[src/rtl/gpio_pair_pkg.sv]
package gpio_pair_pkg;
  localparam int REG_W     = 32;
  localparam int HALF_W    = REG_W / 2;
  localparam int MAX_PINS  = HALF_W / 2;

  typedef struct packed {
    logic lo_cmd;   // drive latch low
    logic hi_cmd;   // drive latch high
    logic en_cmd;   // driver on
    logic dis_cmd;  // driver off
  } pin_cmd_t;

  function automatic pin_cmd_t extract_cmd(input logic [REG_W-1:0] w, input int k);
    pin_cmd_t c;
    c.lo_cmd  = w[2*k];
    c.hi_cmd  = w[2*k+1];
    c.en_cmd  = w[HALF_W+2*k];
    c.dis_cmd = w[HALF_W+2*k+1];
    return c;
  endfunction
endpackage

[src/rtl/gpio_in_sync.sv]
module gpio_in_sync #(
  parameter int W = 8
) (
  input  logic         clk,
  input  logic         rst_n,
  input  logic [W-1:0] din,
  output logic [W-1:0] dout
);
  logic [W-1:0] stage1_q, stage2_q;
  logic [1:0]   fill_q;

  always_ff @(posedge clk) begin
    if (!rst_n) begin
      stage1_q <= '0;
      stage2_q <= '0;
      fill_q   <= '0;
    end else begin
      stage1_q <= din;
      stage2_q <= stage1_q;
      if (fill_q != 2'd2) fill_q <= fill_q + 2'd1;
    end
  end

  assign dout = stage2_q;

  // two-edge latency once the pipe has filled
  p_sync_delay_r7: assert property (@(posedge clk) disable iff (!rst_n)
    (fill_q == 2'd2) |-> (dout == $past(din, 2)));
endmodule

[src/rtl/gpio_pin_slice.sv]
module gpio_pin_slice
  import gpio_pair_pkg::*;
(
  input  logic     clk,
  input  logic     rst_n,
  input  logic     cmd_valid,
  input  pin_cmd_t cmd,
  output logic     lat_q,
  output logic     oe_q
);
  logic lat_d, oe_d;

  always_comb begin
    lat_d = lat_q;
    oe_d  = oe_q;
    if (cmd_valid) begin
      if (cmd.lo_cmd && !cmd.hi_cmd) lat_d = 1'b0;
      if (cmd.hi_cmd && !cmd.lo_cmd) lat_d = 1'b1;
      if (cmd.en_cmd && !cmd.dis_cmd) oe_d = 1'b1;
      if (cmd.dis_cmd && !cmd.en_cmd) oe_d = 1'b0;
    end
  end

  always_ff @(posedge clk) begin
    if (!rst_n) begin
      lat_q <= 1'b0;
      oe_q  <= 1'b0;
    end else begin
      lat_q <= lat_d;
      oe_q  <= oe_d;
    end
  end

  p_lat_low_r2: assert property (@(posedge clk) disable iff (!rst_n)
    (cmd_valid && cmd.lo_cmd && !cmd.hi_cmd) |=> !lat_q);
  p_lat_high_r2: assert property (@(posedge clk) disable iff (!rst_n)
    (cmd_valid && cmd.hi_cmd && !cmd.lo_cmd) |=> lat_q);
  p_drv_on_r3: assert property (@(posedge clk) disable iff (!rst_n)
    (cmd_valid && cmd.en_cmd && !cmd.dis_cmd) |=> oe_q);
  p_drv_off_r3: assert property (@(posedge clk) disable iff (!rst_n)
    (cmd_valid && cmd.dis_cmd && !cmd.en_cmd) |=> !oe_q);
  // idle or conflicting pair keeps the latch
  p_lat_hold_r4: assert property (@(posedge clk) disable iff (!rst_n)
    (!cmd_valid || (cmd.lo_cmd == cmd.hi_cmd)) |=> $stable(lat_q));
  p_drv_hold_r5: assert property (@(posedge clk) disable iff (!rst_n)
    (!cmd_valid || (cmd.en_cmd == cmd.dis_cmd)) |=> $stable(oe_q));
endmodule

[src/rtl/gpio_rd_pack.sv]
module gpio_rd_pack
  import gpio_pair_pkg::*;
#(
  parameter int NPINS = 8
) (
  input  logic             sel,
  input  logic [NPINS-1:0] lat,
  input  logic [NPINS-1:0] sync_in,
  input  logic [NPINS-1:0] oe,
  output logic [REG_W-1:0] rdata
);
  logic [REG_W-1:0] packed_w;

  for (genvar k = 0; k < MAX_PINS; k++) begin : g_slot
    if (k < NPINS) begin : g_used
      assign packed_w[2*k]          = lat[k];
      assign packed_w[2*k+1]        = sync_in[k];
      assign packed_w[HALF_W+2*k]   = oe[k];
      assign packed_w[HALF_W+2*k+1] = ~oe[k];
    end else begin : g_idle
      assign packed_w[2*k]          = 1'b0;
      assign packed_w[2*k+1]        = 1'b0;
      assign packed_w[HALF_W+2*k]   = 1'b0;
      assign packed_w[HALF_W+2*k+1] = 1'b0;
    end
  end

  assign rdata = sel ? packed_w : '0;
endmodule

[src/rtl/gpio_pair_bank.sv]
module gpio_pair_bank
  import gpio_pair_pkg::*;
#(
  parameter int          NPINS    = 6,
  parameter int          AW       = 4,
  parameter logic [AW-1:0] REG_ADDR = '0
) (
  input  logic             clk,
  input  logic             rst_n,
  input  logic [AW-1:0]    bus_addr,
  input  logic             bus_we,
  input  logic [REG_W-1:0] bus_wdata,
  output logic [REG_W-1:0] bus_rdata,
  input  logic [NPINS-1:0] pin_in,
  output logic [NPINS-1:0] pin_out,
  output logic [NPINS-1:0] pin_oe
);
  logic             hit;
  logic             wr_hit;
  logic [NPINS-1:0] sync_q;

  assign hit    = (bus_addr == REG_ADDR);
  assign wr_hit = bus_we && hit;

  gpio_in_sync #(.W(NPINS)) u_sync (
    .clk   (clk),
    .rst_n (rst_n),
    .din   (pin_in),
    .dout  (sync_q)
  );

  for (genvar k = 0; k < NPINS; k++) begin : g_pin
    gpio_pin_slice u_slice (
      .clk       (clk),
      .rst_n     (rst_n),
      .cmd_valid (wr_hit),
      .cmd       (extract_cmd(bus_wdata, k)),
      .lat_q     (pin_out[k]),
      .oe_q      (pin_oe[k])
    );

    // the mode bit and its inverse never agree on a register read
    p_mode_pair_r6: assert property (@(posedge clk) disable iff (!rst_n)
      hit |-> (bus_rdata[HALF_W+2*k] != bus_rdata[HALF_W+2*k+1]));
  end

  gpio_rd_pack #(.NPINS(NPINS)) u_rd (
    .sel     (hit),
    .lat     (pin_out),
    .sync_in (sync_q),
    .oe      (pin_oe),
    .rdata   (bus_rdata)
  );

  // writes elsewhere leave all pin state alone
  p_miss_hold_r9: assert property (@(posedge clk) disable iff (!rst_n)
    (!hit) |=> ($stable(pin_out) && $stable(pin_oe)));
  // state right after reset
  p_reset_state_r1: assert property (@(posedge clk)
    $past(!rst_n) |-> (pin_out == '0 && pin_oe == '0));
endmodule

[config.mk]
export PLATFORM = sky130hd
export DESIGN_NAME = gpio_pair_bank
export DESIGN_NICKNAME = d
export VERILOG_FILES = /design/src/rtl/gpio_pair_pkg.sv /design/src/rtl/gpio_in_sync.sv /design/src/rtl/gpio_pin_slice.sv /design/src/rtl/gpio_rd_pack.sv /design/src/rtl/gpio_pair_bank.sv
export SDC_FILE = /design/constraint.sdc
export NUM_CORES = 1
export LEC_CHECK = 0
export BUFFER_PORTS_ARGS = -buffer_cell sky130_fd_sc_hd__buf_2
export CAP_MARGIN = 10
export CORE_ASPECT_RATIO = 1.75
export CORE_MARGIN = 3
export CORE_UTILIZATION = 42
export DETAILED_ROUTE_END_ITERATION = 12
export GPL_TIMING_DRIVEN = 0
export MAX_ROUTING_LAYER = met4
export PLACE_DENSITY = 0.83
export SLEW_MARGIN = 5
export SYNTH_ARGS = -nofsm -noshare
export SYNTH_HDL_FRONTEND = slang
export SYNTH_SLANG_ARGS = --single-unit
[constraint.sdc]
create_clock -name clk -period 1.2 [get_ports clk]
set_clock_uncertainty 0.1 [all_clocks]
set_input_delay 0 -clock clk [delete_from_list [all_inputs] [get_ports clk]]
set_output_delay 0 -clock clk [all_outputs]
set_load 0.03 [all_outputs]
Word level (Yosys, flattened, before mapping)
Cells that the tools add are included.

operators by class
  divide/modulo/power cells = 0
  $add $sub $neg = 0
  $lt $le $gt $ge = 0
  multiplexer cells = 25
  bitwise logic cells = 6
  reduce and logical (&&, ||, !) cells = 74
  multipliers = 0
  shift-type cells = 0
  equality and inequality tests = 0

operators with widths
  cell                 count
  2-to-1 mux 28 bit    1
  logical AND 1 bit    25
  logical NOT 1 bit    24
  2-to-1 mux 1 bit     24
  AND reduction 2 bit  12
  nonzero test 2 bit   12
  inverter 1 bit       6
  logical NOT 4 bit    1

word-level totals
  output and inout bits = 44
  memory bits (writable) = 0
  memories kept = 0
  bits in latches = 0
  flip-flop bits (word level) = 24
  bits in read-only memories = 0

Longest topological paths before layout
  depth in word-level cells = 4
  gate-level depth with buffers = 5

Cells and area by module
Synthesis repeated with hierarchy kept, for this count alone.

second synthesis, totals
  cells, all modules = 140
  area, all modules = 1352.5 um2

modules (own cells, without submodules)
  module          cells an instance  area each (um2)  sequential area each (um2)  times used
  gpio_pin_slice  13                 127.6            40.0                        6
  gpio_in_sync    25                 336.6            240.2                       1
  gpio_rd_pack    35                 231.5            0.0                         1
  gpio_pair_bank  2                  18.8             0.0                         1

Worst setup path after synthesis
OpenSTA, ideal clock, no wires.

  path kind = input to output
  start point = input port bus_addr[3]
  end point = output port bus_rdata[17]
  buffers on the path = 1
  stages on the path = 3
  data required time = 1.100 ns
  setup slack = -0.109 ns
  data arrival time = 1.209 ns
  path through = or4_2 buf_2 nor2_1

on the way
  word-level cells in the longest chain between the ends = 2

RTL lines
  what               RTL line              text
  from (decl)        gpio_pair_bank.sv:10  input logic [AW-1:0] bus_addr,
  logical NOT 4 bit  gpio_pair_bank.sv:22  assign hit = (bus_addr == REG_ADDR);
  2-to-1 mux 28 bit  gpio_rd_pack.sv:28    assign rdata = sel ? packed_w : '0;
  to (decl)          gpio_pair_bank.sv:13  output logic [REG_W-1:0] bus_rdata,

No other way between the ends.

Final worst setup path
  start point = input port bus_addr[0]
  end point = output port bus_rdata[1]

Same word-level chain as after synthesis.

==> flow_summary.yaml <==
sta:
  fin_crit_sh_pct: 94.45
  finalHoldViolCount: 0
  fmax_mhz: 882.3
  min_period_ns: 1.133
  setup_tns_ns: 0
  rsz0062_at_grt: "true"
  drv_slew: 0
  setup_viol: 0
logic_synthesis:
  synth_top_area_share_pct: 34.72
  syn_area_per_cell_sq_um: 8.758
  synth-main-ff-cell: "dfxtp_1"
  yosysSeqAreaShare_pct: 34.72
  ys_warn_count: 0
  async_flop_share_pct: 0
  yosysUniqueCellTypes: 18
  ys_top_cells_by_count: "and2_1, dfxtp_1, buf_4"
  netlist_area_sq_um: 1384
  ys_top_cells_by_area: "dfxtp_1, and2_1, buf_4, ha_1, mux2i_1"
  synth_edf_count: 0
  yosysTopAreaCell: "dfxtp_1"
  ys_seq_elements: 24
  syn_inst: 158
  yosysMostFrequentCell: "and2_1"
clock_tree:
  h-tree-depth: 1
  worstSkewPairLatency_ns: 0.26
  numCtsBuffers: 3
  clk_path_buf_depth: 2
  cts_tree: "built"
  clock-sinks: 24
  cts.clk_slew.worst_paths_ns: 0.08
  root_buffer: "clkbuf_8"
routing:
  num_vias: 1270
  wl_um: 3143
  routed_via_density: 4.291
  drtIter0Drc: 6
  drt_pre_antenna_iters: 4
  final_antenna_net_count: 0
  drc: 0
  routedWlPerCell_um: 10.62
placement:
  numPortBuffers: 71
  dp_hpwl_um: 2421
  gp_congestion: 0.7737
layout:
  antenna_cells: 0
  n_fill_cell: 282
  multi_input_area_sq_um: 693.2
  register_area_sq_um: 480.5
  drive_above_1_share_pct: 40.71
  area_growth_pct: 47.83
  finish.utilization_pct: 65.11
  nNetsFinal: 311
floorplan:
  core_sq_um: 3142
  die_h_um: 81.94
  initial_utilization_pct: 44.05
  fp-row-count: 27
  die-area_sq_um: 4047
  ios: 89
  die_x_um: 49.39
setup_path:
  cp-end-kind: "output pin"
  crit_arrival_ns: 1.03
  reg2reg_slack_ns: 0.31
  r2r_cells: 2
  worst_r2r_endpoint: "g_pin[3].u_slice.oe_q$_SDFFE_PN0P_"
  startpoint_type: "primary input"
  reg2reg_from: "g_pin[3].u_slice.oe_q$_SDFFE_PN0P_"
  cp.required_ns: 1.10
  crit_type: "in -> out"
  cp_max_fo: 10
worst_hold_path:
  hp-start: "rst_n"
  whs_endpoint: "g_pin[5].u_slice.lat_q$_SDFFE_PN0P_"
  min_path_cells: 3
  hold_path_class: "in -> reg"
global_route:
  grtUsageTotal_pct: 16.44
  grt_pass1_vias: 1211
  grt_overflow: 0
  antenna_found_initial: 0
  grt_pass1_wl_um: 5133
  grt_max_degree: 15
power_and_ir_drop:
  leakagePower_nw: 1.166
  powerDensity_nw_per_um2: 897.5
  irDropWorstVdd_mv: 0.7361
flow_run:
  cap_violations: 0
run_status:
  status: "finished, final reports clean"
power breakdown:
group	internal (mW)	total [mW]	switching, mW	leakage (nW)
sequential	0.818	0.825	0.00704	0.196
clock	0.445	0.697	0.252	0.0357
combinational	0.155	0.314	0.158	0.935
what timing repair did:
item | CTS | global route
resized for setup | 10 | 4
endpoints found under the hold margin | 12 | 0
pin swaps | 1 | 0
hold buffers | 12 | 0
buffers inserted | 2 | 0
setup endpoints to repair | 24 | 18
area by class of cell:
type / count / area share, %
multi-input combinational: 100 / 33.88
timing repair buffer: 85 / 24.71
sequential: 24 / 23.49
buffer: 27 / 9.419
tap: 43 / 2.630
inverter: 13 / 2.385
clock buffer: 3 / 2.018
clock inverter: 1 / 1.468
cells in the final DEF, fill, tap and decap left out:
cell            n
mux2i_1         6
nor2b_1         6
nor4_4          1
clkbuf_1        3
bufinv_16       1
conb_1          8
dfxtp_1        24
buf_4          30
nand3b_1        6
a311oi_1        6
or4_4           1
inv_1          13
nor2_1          6
nand2_1        12
clkbuf_8        3
and2_1         30
dlygate4sd3_1  12
ha_1           12
a21oi_1         6
buf_2          66
buf_6           1
kinds of logic (layout without fill, tap and decap cells):
| logic type | count (synthesis) | in the layout | synth area share (%) |
|---|---|---|---|
| AOI/OAI and AO/OA | 12 | 12 | 5.968 |
| buffers and inverters | 41 | 129 | 17.27 |
| muxes | 6 | 6 | 4.340 |
| other | 1 | 8 | 0.2710 |
| DFF | 24 | 24 | 34.72 |
| adders and majority gates | 12 | 12 | 10.85 |
| and+or+nand+nor | 62 | 62 | 26.58 |
routing by layer:
metal	part of all wire, %	routed length (um)	vias up	track usage (%)
li1	-	-	669	-
met2	56	1773	47	33.74
met5	0	0	-	-
met1	37	1170	552	15.57
met4	0.86	27	0	6.094
met3	5.5	172	2	1.270
worst max-delay path, stage by stage:
cell and delay [ns]:
buf_2 0.12, nor4_4 0.36, buf_4 0.23, and2_1 0.13, buf_2 0.19
worst max-delay path by stage:
stage,from,end,slack [ns]
6_report,bus_addr[0],bus_rdata[1],0.07
3_5_place_dp,bus_addr[3],bus_rdata[1],-0.33
5_1_grt,bus_addr[0],bus_rdata[9],-0.0001
2_1_floorplan,bus_addr[3],bus_rdata[17],-0.11
4_1_cts,bus_addr[0],bus_rdata[8],0.002
3_3_place_gp,bus_addr[3],bus_rdata[11],-0.31
state kept, by name (all words and copies together), names as in the netlist:
signal / count
g_pin.u_slice.lat_q: 6
g_pin.u_slice.oe_q: 6
u_sync.stage1_q: 6
u_sync.dout: 6
metrics by stage:
stage               cells  setup slack (ns)  instance area (sq um)  hold WS, ns  power (mW)
CTS                   296          0.001889                   2043      0.01009       1.851
finish                296           0.06665                   2046    0.0004496       1.836
global placement      279           -0.3090                   1819       0.1053       1.113
global route          296       -0.00009770                   2046      0.02718       1.915
detailed placement    279           -0.3259                   1819       0.1085       1.120
floorplan             165           -0.1091                   1410      0.02729       1.022
(Power assumes the default switching activity.)
